## config.mk

```make
export PLATFORM = sky130hd
export DESIGN_NAME = ecc_err_logger
export DESIGN_NICKNAME = d
export VERILOG_FILES = /design/src/rtl/ecc_log_pkg.sv /design/src/rtl/ecc_log_filter.sv /design/src/rtl/ecc_log_store.sv /design/src/rtl/ecc_log_regif.sv /design/src/rtl/ecc_err_logger.sv
export SDC_FILE = /design/constraint.sdc
export NUM_CORES = 1
export LEC_CHECK = 0
export BUFFER_PORTS_ARGS = -buffer_cell sky130_fd_sc_hd__buf_2
export CAP_MARGIN = 20
export CORE_ASPECT_RATIO = 0.75
export CORE_MARGIN = 4
export CORE_UTILIZATION = 40
export CTS_CLUSTER_DIAMETER = 150
export DETAILED_ROUTE_END_ITERATION = 10
export GPL_TIMING_DRIVEN = 0
export PLACE_DENSITY = 0.82
export SKIP_CTS_REPAIR_TIMING = 1
export SYNTH_ARGS = -nofsm -noshare
export SYNTH_HDL_FRONTEND = slang
export SYNTH_SLANG_ARGS = --single-unit
```

## constraint.sdc

```tcl
create_clock -name clk_i -period 1.64 [get_ports clk_i]
set_input_delay 0.41 -clock clk_i [delete_from_list [all_inputs] [get_ports clk_i]]
set_output_delay 0.41 -clock clk_i [all_outputs]
set_load 0.005 [all_outputs]
```

## src/rtl/ecc_log_pkg.sv

```systemverilog
package ecc_log_pkg;
  parameter int unsigned SYND_W = 8;
  parameter int unsigned ADDR_W = 32;
  parameter int unsigned BLK_W  = 2;
  parameter int unsigned REG_W  = 32;
  parameter int unsigned REG_AW = 1;

  localparam logic [REG_AW-1:0] CTRL_OFS = REG_AW'(0);
  localparam logic [REG_AW-1:0] ADDR_OFS = REG_AW'(1);

  localparam int unsigned B_LOG = 0;
  localparam int unsigned B_SEN = 1;
  localparam int unsigned B_IEN = 2;
  localparam int unsigned B_SRC = 3;
  localparam int unsigned B_MBE = 4;
  localparam int unsigned B_SBE = 5;
  localparam int unsigned B_BLK = 6;
  localparam int unsigned B_SYN = B_BLK + BLK_W;

  typedef struct packed {
    logic              scrub;
    logic              mbe;
    logic              sbe;
    logic [BLK_W-1:0]  blk;
    logic [SYND_W-1:0] syn;
    logic [ADDR_W-1:0] addr;
  } err_attr_t;
endpackage

```

## src/rtl/ecc_log_filter.sv

```systemverilog
module ecc_log_filter
  import ecc_log_pkg::*;
(
  input  logic              chk_valid_i,
  input  logic              sbe_i,
  input  logic              mbe_i,
  input  logic              scrub_i,
  input  logic [SYND_W-1:0] syndrome_i,
  input  logic [ADDR_W-1:0] addr_i,
  input  logic [BLK_W-1:0]  blk_i,
  input  logic              scrub_en_i,
  input  logic              logged_i,
  input  logic              held_mbe_i,
  output logic              take_o,
  output err_attr_t         attr_o
);
  logic err_seen;
  logic src_ok;
  logic room;

  assign err_seen = chk_valid_i & (sbe_i | mbe_i);
  assign src_ok   = ~scrub_i | scrub_en_i;
  // empty log, or a held single-bit entry being upgraded by a multi-bit error
  assign room     = ~logged_i | (~held_mbe_i & mbe_i);
  assign take_o   = err_seen & src_ok & room;

  always_comb begin
    attr_o       = '0;
    attr_o.scrub = scrub_i;
    attr_o.mbe   = mbe_i;
    attr_o.sbe   = sbe_i & ~mbe_i;
    attr_o.blk   = blk_i;
    attr_o.syn   = syndrome_i;
    attr_o.addr  = addr_i;
  end
endmodule

```

## src/rtl/ecc_log_store.sv

```systemverilog
module ecc_log_store
  import ecc_log_pkg::*;
(
  input  logic      clk_i,
  input  logic      rst_ni,
  input  logic      take_i,
  input  logic      clr_i,
  input  err_attr_t attr_i,
  output logic      logged_o,
  output err_attr_t attr_o
);
  always_ff @(posedge clk_i or negedge rst_ni) begin
    if (!rst_ni) begin
      logged_o <= 1'b0;
      attr_o   <= '0;
    end else begin
      if (take_i) begin
        logged_o <= 1'b1;
        attr_o   <= attr_i;
      end else if (clr_i) begin
        logged_o <= 1'b0;
      end
    end
  end
endmodule

```

## src/rtl/ecc_log_regif.sv

```systemverilog
module ecc_log_regif
  import ecc_log_pkg::*;
(
  input  logic              clk_i,
  input  logic              rst_ni,
  input  logic [REG_AW-1:0] reg_addr_i,
  input  logic              reg_we_i,
  input  logic [REG_W-1:0]  reg_wdata_i,
  input  logic              logged_i,
  input  err_attr_t         attr_i,
  output logic              scrub_en_o,
  output logic              irq_en_o,
  output logic              clr_o,
  output logic [REG_W-1:0]  reg_rdata_o
);
  logic ctrl_wr;

  assign ctrl_wr = reg_we_i & (reg_addr_i == CTRL_OFS);
  assign clr_o   = ctrl_wr & reg_wdata_i[B_LOG];

  always_ff @(posedge clk_i or negedge rst_ni) begin
    if (!rst_ni) begin
      scrub_en_o <= 1'b0;
      irq_en_o   <= 1'b0;
    end else if (ctrl_wr) begin
      scrub_en_o <= reg_wdata_i[B_SEN];
      irq_en_o   <= reg_wdata_i[B_IEN];
    end
  end

  always_comb begin
    reg_rdata_o = '0;
    if (reg_addr_i == ADDR_OFS) begin
      reg_rdata_o[ADDR_W-1:0] = attr_i.addr;
    end else begin
      reg_rdata_o[B_LOG]            = logged_i;
      reg_rdata_o[B_SEN]            = scrub_en_o;
      reg_rdata_o[B_IEN]            = irq_en_o;
      reg_rdata_o[B_SRC]            = attr_i.scrub;
      reg_rdata_o[B_MBE]            = attr_i.mbe;
      reg_rdata_o[B_SBE]            = attr_i.sbe;
      reg_rdata_o[B_BLK +: BLK_W]   = attr_i.blk;
      reg_rdata_o[B_SYN +: SYND_W]  = attr_i.syn;
    end
  end
endmodule

```

## src/rtl/ecc_err_logger.sv

```systemverilog
module ecc_err_logger
  import ecc_log_pkg::*;
(
  input  logic              clk_i,
  input  logic              rst_ni,
  input  logic              chk_valid_i,
  input  logic              sbe_i,
  input  logic              mbe_i,
  input  logic              scrub_i,
  input  logic [SYND_W-1:0] syndrome_i,
  input  logic [ADDR_W-1:0] addr_i,
  input  logic [BLK_W-1:0]  blk_i,
  input  logic [REG_AW-1:0] reg_addr_i,
  input  logic              reg_we_i,
  input  logic [REG_W-1:0]  reg_wdata_i,
  output logic [REG_W-1:0]  reg_rdata_o,
  output logic              irq_o
);
  logic      take;
  logic      clr;
  logic      logged_q;
  logic      scrub_en;
  logic      irq_en;
  err_attr_t attr_new;
  err_attr_t attr_q;

  ecc_log_filter u_filter (
    .chk_valid_i (chk_valid_i),
    .sbe_i       (sbe_i),
    .mbe_i       (mbe_i),
    .scrub_i     (scrub_i),
    .syndrome_i  (syndrome_i),
    .addr_i      (addr_i),
    .blk_i       (blk_i),
    .scrub_en_i  (scrub_en),
    .logged_i    (logged_q),
    .held_mbe_i  (attr_q.mbe),
    .take_o      (take),
    .attr_o      (attr_new)
  );

  ecc_log_store u_store (
    .clk_i    (clk_i),
    .rst_ni   (rst_ni),
    .take_i   (take),
    .clr_i    (clr),
    .attr_i   (attr_new),
    .logged_o (logged_q),
    .attr_o   (attr_q)
  );

  ecc_log_regif u_regif (
    .clk_i       (clk_i),
    .rst_ni      (rst_ni),
    .reg_addr_i  (reg_addr_i),
    .reg_we_i    (reg_we_i),
    .reg_wdata_i (reg_wdata_i),
    .logged_i    (logged_q),
    .attr_i      (attr_q),
    .scrub_en_o  (scrub_en),
    .irq_en_o    (irq_en),
    .clr_o       (clr),
    .reg_rdata_o (reg_rdata_o)
  );

  assign irq_o = logged_q & irq_en;
endmodule

```

# ---- Yosys cells after proc, flatten, opt, wreduce, memory -nomap -nowiden
# Index checks and enable logic that the tools add are counted.
dict set report word_totals {
  register_bits 48
  in_bits 82
  output_inout_bits 33
  elab_cells 30
}
dict set report op_classes {
  mux 4
  n_bitwise 16
  n_reduce_logical 1
}
# operator n
set op_table {}
lappend op_table {{two-way mux 16 bit} 2}
lappend op_table {{bitwise AND 1 bit} 8}
lappend op_table {{inverter 1 bit} 5}
lappend op_table {{OR 1 bit} 3}
lappend op_table {{two-way mux 1 bit} 2}
lappend op_table {{nonzero test 2 bit} 1}

# ---- Longest topological paths before layout
# Gate-level depths: netlist (run 1).
dict set report depth {
  word_depth 5
  ltp_mapped 4
  mapped_depth_nobuf 3
}

# ---- By module
# Synthesis (run 1) repeated with hierarchy kept, for this count alone.
dict set report hier_totals {
  hier_cells 189
  area_unflattened_um2 2676.3
}
# mod n_inst cells_each area_each_um2
set by_module_without_submodules {}
lappend by_module_without_submodules {ecc_log_store 1 98 1906.8}
lappend by_module_without_submodules {ecc_log_regif 1 41 396.6}
lappend by_module_without_submodules {ecc_log_filter 1 49 366.6}
lappend by_module_without_submodules {ecc_err_logger 1 1 6.3}

# ---- Worst setup path after synthesis (run 1)
# No wires, ideal clock.
dict set report synth_path {
  path_type {register to register}
  start {register u_store.attr_o[43] (netlist bit)}
  end {register u_store.attr_o[0] (netlist bit)}
  arrival_time_ns 1.657
  t_required_ns 1.515
  slack_ns -0.142
  stages_incl_launch_ff 5
  period_less_slack_ns 1.782
  path_cell_list {dfrtp_1 > nand2b_4 > a2111oi_4 > buf_6 > mux2_2}
}
dict set report synth_between {
  elab_chain_len 4
}
# element line_no
set synth_lines {}
lappend synth_lines {{start, declared} ecc_log_store.sv:10} ;# output err_attr_t attr_o
lappend synth_lines {{start signal, assigned} ecc_log_store.sv:19} ;# attr_o <= attr_i;
lappend synth_lines {{inverter 1 bit} ecc_log_filter.sv:24} ;# assign room = ~logged_i | (~held_mbe_i & mbe_i);
lappend synth_lines {{bitwise AND 1 bit} ecc_log_filter.sv:24}
lappend synth_lines {{OR 1 bit} ecc_log_filter.sv:24}
lappend synth_lines {{bitwise AND 1 bit} ecc_log_filter.sv:25} ;# assign take_o = err_seen & src_ok & room;
# No other way between the ends.
# A chain may end at the register's enable or synchronous reset.

# ---- Worst setup path in the final report (run 1)
dict set report layout_path {
  start {register u_store.attr_o[43] (netlist bit)}
  end {register u_store.attr_o[1] (netlist bit)}
}
# Same word-level chain as after synthesis.

==> metrics.md, run 1 <==
| Metric | Value |
|---|---|
| Status | finished with violations |
| Violated checks | setup timing |
| Fill count | between 400 and 500 |
| CTS clk-pin slew, worst paths | about 90 ps |
| Final hold viol count | 0 |
| Cells after DPL | roughly 310 |
| Max VDD drop | between 0.9 and 1 mV |
| Root Buffer | clkbuf_8 |
| Area contributors post-synth | dfrtp_1, mux2_2, and2_1 |
| RSZ-0062 raised after global routing | yes |
| Final GP Congestion | roughly 0.74 |
| Actual slew at the worst max-slew pin | approximately 460 ps |
| Design Power | 4.56 mW |
| Final #Nets | between 300 and 400 |
| DR WL/cell | approximately 16 um |
| Critical Path RT | around 1800 ps |
| Initial Util | between 40% and 50% |
| HPWL Detailed | 3500 um |
| Final wirelength | about 5000 um |
| Vias in the first global route | approximately 1600 |
| Area delta synth->final | 36.6% |
| Residual DRC | 0 |
| Post-synth cell types | 18 |
| Routed vias/inst | approximately 4.7 |
| Die X | 93.2 um |
| WP data arrival | around 1900 ps |
| IO Count | about 120 |
| Biggest area consumer among synthesized cells | dfrtp_1 |
| Clock sinks | between 40 and 50 |
| H-tree levels | 2 |
| Die height | approximately 72 um |
| DRT iter0 DRCs | 33 |
| Worst reg2reg path depth | 5 |
| Final worst-path cycle share | 107% |
| Internal reg-to-reg setup slack | -110 ps |
| Cell Pwr Density | 1540 nW/um^2 |
| FFs w/ async S/R, synth | between 90% and 100% |
| YS warnings | 0 |
| Synth top cells by count | mux2_2, dfrtp_1, and2_1 |
| Startpoint types | flip-flop |
| # setup viols final | 42 |
| Synth Instances | approximately 150 |
| GR Util All Layers | between 10% and 20% |
| Pre-Repair DR Iteration Count | 3 |
| Seq/Total Area, Yosys | 55.2% |
| Leakage | roughly 1.4 nW |
| Most frequent cell after synthesis | mux2_2 |
| Antenna Diode Count | 0 |
| Fin worst setup slack | -111 ps |
| Post-synth EDFFs | 0 |
| CP Max Fanout | 10 |
| Worst r2r dst | u_store.attr_o[1] |
| Peak Freq | about 0.57 GHz |
| Port bufs | 84 |
| Inserted Clock Buffers | 5 |
| Crit path time final | around 1800 ps |
| Synthesized cell area | 2180 um^2 |
| Post-route ant nets | 0 |
| Die ar. | roughly 6700 um^2 |
| Global-route wire length before repair | between 7000 and 8000 um |
| Ys flop type | dfrtp_1 |
| Mapped Nets | approximately 230 |
| CP Class | flip-flop to flip-flop |
| Critical Path End Type | flip-flop |
| Post-Layout Cell Count | 319 |
| CTS tree | built |
| Site Rows | 22 |
| Share of post-route cells with drive strength above 1 | 68.8% |
| Post-synth top area share | 55.2% |
| Setup TNS | -3670 ps |
| CORE AREA | a little over 5000 um^2 |
| Largest net degree at the start of global routing | 49 |
| Slew Limit Fails | 0 |
| Clock latency on the worst-skew pair | between 200 and 300 ps |
| Avg Cell Area, Syn | between 10 and 15 um^2 |
| Worst reg2reg path startpoint | u_store.attr_o[43] |
| Worst min path class | input port to async pin |
| Total gr overflow | 0 |
| Slew margin rel. | between 60% and 70% |
| Vias | between 1500 and 2000 |
| Initial antenna violation count | 0 |
| Max-Cap Viols | 0 |
| Clock Skew | between 3 and 4 ps |
| Clk buf depth | 2 |
| Synth Register Bits | 48 |
worst max-delay path, cell delays in order (launching register included):
cell and delay (ps):
dfrtp_1 410, nand2b_4 160, a2111oi_4 350, buf_6 210, buf_8 160, mux2_2 340
logic make-up (layout without fill, tap and decap cells):
| family | count (synthesis) | after routing | synth area share (%) |
|---|---|---|---|
| mux | 61 | 61 | 31.6 |
| compound gates | 6 | 6 | 3.16 |
| buf+inv | 10 | 108 | 3.11 |
| simple gates | 24 | 24 | 6.96 |
| flops | 48 | 48 | 55.2 |
per-stage QoR:
step / instance area [um^2] / util (%) / setup WS, ps / hold WS [ps]
4_1_cts: 2800 / 55.3 / -407 / 320
6_report: 2970 / 58.7 / -111 / 28.8
3_5_place_dp: 2690 / 53.1 / -489 / 477
3_3_place_gp: 2690 / 53.1 / -490 / 464
2_1_floorplan: 2180 / - / -88.9 / 114
5_1_grt: 2970 / 58.7 / -170 / 41.6
power by group:
group	internal (mW)	leakage (nW)	total, mW	switching, mW
registers	1.76	0.560	2.06	0.296
logic	1.12	0.807	1.67	0.550
clock network	0.451	0.0541	0.836	0.385
total	3.33	1.42	4.56	1.23
flip-flops by register name, summed over array words and instances, names as in the netlist:
signal              flops
u_regif.irq_en_o        1
u_regif.scrub_en_o      1
u_store.attr_o         45
u_store.logged_o        1
layout make-up:
cell class | instances | area [um^2] | area share [%]
timing repair buffer | 90 | 499 | 16.8
sequential | 48 | 1200 | 40.5
buffer | 8 | 109 | 3.66
inverter | 2 | 7.51 | 0.253
clock inverter | 3 | 42.5 | 1.43
tap | 72 | 90.1 | 3.03
multi-input combinational | 91 | 952 | 32.0
clock buffer | 5 | 68.8 | 2.32
placed cells by master, fill, tap and decap left out, types with 2 or more instances in the layout:
cell	count
and2_1	17
buf_12	3
buf_2	84
buf_4	4
buf_6	2
buf_8	3
clkbuf_8	5
dfrtp_1	47
inv_1	2
mux2_2	49
mux2_4	12
nand2_1	2
nor2b_1	2
worst max-delay path by stage:
| stage | depth (start not counted) | startpoint | end | slack [ps] |
|---|---|---|---|---|
| 2_1_floorplan | 4 | u_store.attr_o[43] | u_store.attr_o[0] | -90 |
| 3_3_place_gp | 5 | mbe_i | u_store.attr_o[3] | -490 |
| 3_5_place_dp | 5 | mbe_i | u_store.attr_o[10] | -490 |
| 4_1_cts | 4 | reg_addr_i | reg_rdata_o[7] | -410 |
| 5_1_grt | 5 | u_store.attr_o[43] | u_store.attr_o[40] | -170 |
| 6_report | 5 | u_store.attr_o[43] | u_store.attr_o[1] | -110 |
layer usage:
layer | routed length, um | up-vias | GRT usage [%] | part of all wire (%)
met5 | 0 | - | 0 | 0
met4 | 8 | 0 | 3.41 | 0.16
met3 | 331 | 2 | 4.51 | 6.7
met2 | 2380 | 52 | 23.4 | 48
met1 | 2240 | 745 | 19.6 | 45
li1 | - | 716 | - | -
Note: power is estimated with default switching activity, not from simulation.
==> inputs of run 2 (changes only) <==
--- a/config.mk
+++ b/config.mk
@@ -5,15 +5,16 @@
 export SDC_FILE = /design/constraint.sdc
 export NUM_CORES = 1
 export LEC_CHECK = 0
+export ABC_AREA = 1
 export BUFFER_PORTS_ARGS = -buffer_cell sky130_fd_sc_hd__buf_2
 export CAP_MARGIN = 20
 export CORE_ASPECT_RATIO = 0.75
 export CORE_MARGIN = 4
-export CORE_UTILIZATION = 40
+export CORE_UTILIZATION = 42
 export CTS_CLUSTER_DIAMETER = 150
 export DETAILED_ROUTE_END_ITERATION = 10
 export GPL_TIMING_DRIVEN = 0
-export PLACE_DENSITY = 0.82
+export PLACE_DENSITY = 0.84
 export SKIP_CTS_REPAIR_TIMING = 1
 export SYNTH_ARGS = -nofsm -noshare
 export SYNTH_HDL_FRONTEND = slang
==> run 2 against run 1 <==
  * Via count grew 55%
  * Non-clock buffer count grew 13
  * Sequential share of layout area shrank 1.5 points
  * The run now ends clean
  * Total power shrank 2.8%
  * Sequential power is essentially flat
  * Register-to-register slack gained 460 ps
  * Setup slack gained 200 ps
  * Clock skew grew 4.9 ps
  * First-iteration DRC count grew to 6.2 times the previous value
  * Synthesized cell count grew 110%
  * Combinational power is essentially flat
==> metrics.md, run 2 <==
| Metric | Value |
|---|---|
| Status | complete, no violations |
| Worst hold margin | approximately 360 ps |
| Die X | roughly 95 um |
| Most flops, register | u_store.attr_o |
| Worst r2r dst | u_store.attr_o[6] |
| DR WL/cell | between 10 and 15 um |
| Hold endpoint | u_regif.irq_en_o |
| Biggest area consumer among synthesized cells | dfrtp_1 |
| Fin worst setup slack | just under 90 ps |
| FFs w/ async S/R, synth | 100% |
| Slowest CP cell | clkbuf_16 |
| IO Count | roughly 120 |
| Slew margin rel. | around 79% |
| Design Power | roughly 4.4 mW |
| Post-synth EDFFs | 0 |
| Die ar. | 6920 um^2 |
| Worst path most repeated cell | nand2_1 |
| CP Class | input port to output pin |
| Worst reg2reg path depth | 7 |
| Seq/Total Area, Yosys | 50.7% |
| Root Buffer | clkbuf_8 |
| Cell Pwr Density | around 1400 nW/um^2 |
| Clock Skew | just under 9 ps |
| CTS tree | built |
| Slew Limit Fails | 0 |
| Ys flop type | dfrtp_1 |
| Post-synth top area share | between 50% and 60% |
| Worst path bufs/invs | 4 |
| Final #Nets | roughly 490 |
| Max VDD drop | approximately 0.62 mV |
| Vias in the first global route | 2269 |
| Largest net degree at the start of global routing | 49 |
| RSZ-0062 raised after global routing | no |
| DRT iter0 DRCs | approximately 200 |
| Met1 wire length | 2940 um |
| Peak per-stage delay on the critical path | approximately 210 ps |
| Crit-path cells | buf_6, clkinvlp_4, clkbuf_16, nand2_1, nand2_1, buf_2 |
| Worst reg2reg path startpoint | u_store.attr_o[43] |
| Synth Register Bits | 48 |
| Total gr overflow | 0 |
| DR WL met2 | approximately 3000 um |
| CORE AREA | between 5000 and 6000 um^2 |
| Pre-Repair DR Iteration Count | 4 |
| # setup viols final | 0 |
| Die height | 73.1 um |
| GR Util All Layers | a little under 20% |
| Pre-CTS setup slack | -136 ps |
| Most common cell after layout, fill and taps aside | nand2_1 |
| Area contributors post-synth | dfrtp_1, nand2_1, nand4_1 |
| Share of post-route cells with drive strength above 1 | between 30% and 40% |
| Final worst-path cycle share | a little over nine tenths |
| Initial Util | a little over two fifths |
| Delay-heaviest family, CP | buffers and inverters |
| Post-synth cell types | 17 |
| Worst hold path startpoint | reg_wdata_i[2] |
| Critical Path End Type | output pin |
| Global-route wire length before repair | between 10000 and 15000 um |
| Leakage | about 1.9 nW |
| Final wirelength | ~6500 um |
| Site Rows | 23 |
| YS warnings | 0 |
| Critical Path RT | between 1000 and 1500 ps |
| Vias | approximately 2400 |
| Final hold viol count | 0 |
| Crit path time final | roughly 1600 ps |
| Top Metal Used | met4 |
| Post-route ant nets | 0 |
| WP data arrival | 1140 ps |
| Initial antenna violation count | 0 |
| Residual DRC | 0 |
| Met3 Wirelength | 500 um |
| Hold path cells | 3 |
| Internal reg-to-reg setup slack | ~350 ps |
| Clk buf depth | 2 |
| Port bufs | between 80 and 90 |
| Largest register FFs | 45 |
| Startpoint types | input port |
| Routed vias/inst | slightly below 5 |
| Actual slew at the worst max-slew pin | between 300 and 400 ps |
| Post-Route Utilization | between 50% and 60% |
| Worst min path class | input port to flip-flop |
| Synthesized cell area | 2370 um^2 |
| CP Max Fanout | 8 |
| Synth top cells by count | nand2_1, dfrtp_1, nand4_1 |
| Max-Cap Viols | 0 |
| Avg Cell Area, Syn | 7.75 um^2 |
| Clock latency on the worst-skew pair | ~300 ps |
| Inserted Clock Buffers | 5 |
| HPWL Detailed | between 4000 and 5000 um |
| Final GP Congestion | about 0.8 |
| Cells after DPL | roughly 470 |
| CTS clk-pin slew, worst paths | approximately 80 ps |
| Synth Instances | 306 |
| Most frequent cell after synthesis | nand2_1 |
| Mapped Nets | between 300 and 400 |
| Area delta synth->final | 29.9% |
| Peak Freq | 0.644 GHz |
| Antenna Diode Count | 0 |
| Post-Layout Cell Count | between 400 and 500 |
| Clock sinks | 48 |
| H-tree levels | 2 |
| Most frequent cells in the layout | nand2_1, buf_2, dfrtp_1, nand4_1, inv_1 |
-- run 2: cell types whose count changed in the layout (fill, tap and decap cells not counted), moves of 3 or more --
cell     before  now
mux2_2       49    0
mux2_4       12    0
nand3_1       0    3
buf_2        84   96
inv_1         2   21
buf_6         2    5
nand4_1       0   44
and2_1       17    0
nand2_1       2  158
-- run 2: tightest hold or removal path: stages --
cell     delay, ps
buf_2           80
nand3_1         60
nand2_1         60
-- run 2: layout make-up --
class,count,area (um^2)
repair buffers,90,498
well taps,75,93.8
flip-flops and latches,48,1200
clock buffers,6,82.6
fillers,551,2330
multi-input cells,214,957
clock inverters,2,10.0
plain buffers,21,146
inverters,23,90.1
-- run 2: per-stage QoR --
step	instance area [um^2]	setup TNS (ps)
floorplan	2370	0
global placement	2890	-1580
detailed placement	2890	-1570
CTS	2980	-1590
global route	3080	0
finish	3080	0
-- run 2: kinds of logic (layout without fill, tap and decap cells) --
family          Yosys count  in the layout  synth area share [%]
buf+inv                  44            142                  8.97
simple gates            210            210                  39.1
flops                    48             48                  50.7
compound gates            4              4                  1.32
-- run 2: per-layer routing --
metal	GRT usage (%)	vias to the layer above
li1	-	1169
met1	27.3	1092
met2	30.0	75
met3	4.74	15
met4	6.24	0
met5	0	-
-- run 2: how the worst max path moves through the flow --
stage	start	end	slack, ps	depth (start not counted)
detailed placement	reg_addr_i	reg_rdata_o[14]	-140	5
global placement	reg_addr_i	reg_rdata_o[14]	-160	5
finish	reg_addr_i	reg_rdata_o[3]	90	6
floorplan	reg_addr_i	reg_rdata_o[0]	220	5
global route	reg_addr_i	reg_rdata_o[7]	20	6
CTS	reg_addr_i	reg_rdata_o[14]	-140	5
-- run 2: power by group --
part	switching [mW]	leakage (nW)	internal (mW)	total [mW]
logic	0.945	1.24	0.693	1.64
clock network	0.395	0.0510	0.337	0.733
registers	0.313	0.592	1.75	2.06
total	1.65	1.88	2.78	4.43
==> inputs of run 3 (changes only) <==
--- a/config.mk
+++ b/config.mk
@@ -10,11 +10,11 @@
 export CAP_MARGIN = 20
 export CORE_ASPECT_RATIO = 0.75
 export CORE_MARGIN = 4
-export CORE_UTILIZATION = 42
+export CORE_UTILIZATION = 50
 export CTS_CLUSTER_DIAMETER = 150
 export DETAILED_ROUTE_END_ITERATION = 10
 export GPL_TIMING_DRIVEN = 0
-export PLACE_DENSITY = 0.84
+export PLACE_DENSITY = 0.93
 export SKIP_CTS_REPAIR_TIMING = 1
 export SYNTH_ARGS = -nofsm -noshare
 export SYNTH_HDL_FRONTEND = slang
==> constraint.sdc (replaced) <==
create_clock -name clk_i -period 1.9 [get_ports clk_i]
set_input_delay 0.475 -clock clk_i [delete_from_list [all_inputs] [get_ports clk_i]]
set_output_delay 0.475 -clock clk_i [all_outputs]
set_load 0.005 [all_outputs]
==> run 3 against run 2 <==
  * Global-route usage increased by 2.4 points
  * Sequential power fell by 13%
  * Cell area shrank 1.8%
  * Core utilization increased by 10 points
  * Wire length decreased by 2.4%
==> metrics.md, run 3 (synthesis gave the netlist of run 2 again) <==
| Metric | Value |
|---|---|
| Status | complete, no violations |
| Total gr overflow | 0 |
| Critical Path End Type | output pin |
| GR Util met1 | 28.3% |
| Slew Limit Fails | 0 |
| Initial antenna violation count | 0 |
| CTS tree | built |
| Startpoint types | input port |
| DRT iter0 DRCs | about 180 |
| CTS clk-pin slew, worst paths | 90 ps |
| Fin worst setup slack | around 120 ps |
| Worst Setup EP | reg_rdata_o[7] |
| Peak Freq | around 0.56 GHz |
| Cells after DPL | 447 |
| Worst hold margin | ~410 ps |
| Clk buf depth | 2 |
| Pre-CTS setup slack | 14.2 ps |
| Inserted Clock Buffers | 5 |
| H-tree levels | 2 |
| Setup TNS | 0 ps |
| Multi-input logic area | between 900 and 1000 um^2 |
| Worst reg2reg path depth | 7 |
| Clock Skew | about 8 ps |
| CP Max Fanout | 10 |
| Residual DRC | 0 |
| Most flops, register | u_store.attr_o |
| GR Util All Layers | approximately 22% |
| Busiest grt layer | met2 |
| Worst reg2reg path startpoint | u_store.attr_o[43] |
| Most frequent cells in the layout | nand2_1, buf_2, dfrtp_1, nand4_1, inv_1 |
| Cell Pwr Density | 1300 nW/um^2 |
| Worst r2r dst | u_store.attr_o[18] |
| Final worst-path cycle share | between 90 and 100% |
| Fill count | 386 |
| Largest register FFs | 45 |
| Internal reg-to-reg setup slack | about 600 ps |
| M2 GR Usage | a little over a third |
| Actual slew at the worst max-slew pin | just over 400 ps |
| IO Count | around 120 |
| Clock sinks | 48 |
| Max-Cap Viols | 0 |
| Largest net degree at the start of global routing | 49 |
| DR WL/cell | about 14 um |
| CORE AREA | 4520 um^2 |
| GRT met3 Usage | 5.73% |
| Area delta synth->final | 27.5% |
| Crit path time final | around 1800 ps |
| Pre-Repair DR Iteration Count | 5 |
| WP data arrival | around 1300 ps |
| # setup viols final | 0 |
| RSZ-0062 raised after global routing | no |
| Global-route wire length before repair | 9910 um |
| Port bufs | 84 |
| Die height | around 68 um |
| Leakage | 1.85 nW |
| Critical Path RT | 1420 ps |
| Post-Route Utilization | about two thirds |
| Antenna Diode Count | 0 |
| Clock latency on the worst-skew pair | 310 ps |
| Vias in the first global route | around 2200 |
| Post-Layout Cell Count | ~460 |
| Slew margin rel. | between 70% and 80% |
| HPWL Detailed | 4650 um |
| Most common cell after layout, fill and taps aside | nand2_1 |
| Share of post-route cells with drive strength above 1 | ~30% |
| Routed vias/inst | between 5 and 6 |
| Final #Nets | approximately 480 |
| Final GP Congestion | roughly 0.87 |
| Sequential cell area | approximately 1200 um^2 |
| Vias | 2393 |
| Site Rows | 21 |
| Crit. Startpoint | reg_addr_i |
| Initial Util | ~52% |
| Final wirelength | 6360 um |
| Final hold viol count | 0 |
| Post-route ant nets | 0 |
| Max VDD drop | ~0.83 mV |
| CP Class | input port to output pin |
| Worst min path class | input port to flip-flop |
| Die X | about 88 um |
| Root Buffer | clkbuf_8 |
| Die ar. | slightly below 6000 um^2 |
==> run 3: area by class of cell <==
class | count | share of cell area (%)
well taps | 57 | 2.36
inverters | 23 | 2.98
repair buffers | 88 | 15.4
clock buffers | 5 | 2.28
flip-flops and latches | 48 | 39.7
plain buffers | 21 | 4.22
clock inverters | 3 | 1.41
multi-input cells | 214 | 31.7
==> run 3: critical path: stages <==
cell and delay [ps]:
buf_2 170, clkinvlp_4 160, buf_2 220, nand2_1 90, nand2_1 60, buf_2 120
==> run 3: through the flow <==
step	area (um^2)	total power [mW]
after floorplan	2370	2.62
after global routing	3020	4.26
after CTS	2970	3.93
after detailed placement	2860	3.19
after global placement	2860	3.11
final	3020	3.94
==> run 3: metal layers <==
layer	wire length [um]	share of wire [%]
met5	0	0
met4	140	2.2
met3	514	8.1
met2	3040	48
met1	2670	42
==> run 3: how the worst min path moves through the flow <==
stage	endpoint	start	slack [ps]	cells past startpoint
finish	u_store.attr_o[19]	addr_i[19]	410	3
CTS	u_store.attr_o[27]	rst_ni	370	1
global placement	u_store.attr_o[29]	u_store.attr_o[29]	450	2
floorplan	u_regif.irq_en_o	rst_ni	180	0
global route	u_store.attr_o[21]	addr_i[21]	400	3
detailed placement	u_store.attr_o[22]	u_store.attr_o[22]	460	2
==> run 3: power by group <==
group	total [mW]	internal [mW]	leakage [nW]	switching, mW
sequential	1.79	1.51	0.592	0.280
clock	0.738	0.389	0.0541	0.349
combinational	1.41	0.588	1.21	0.826
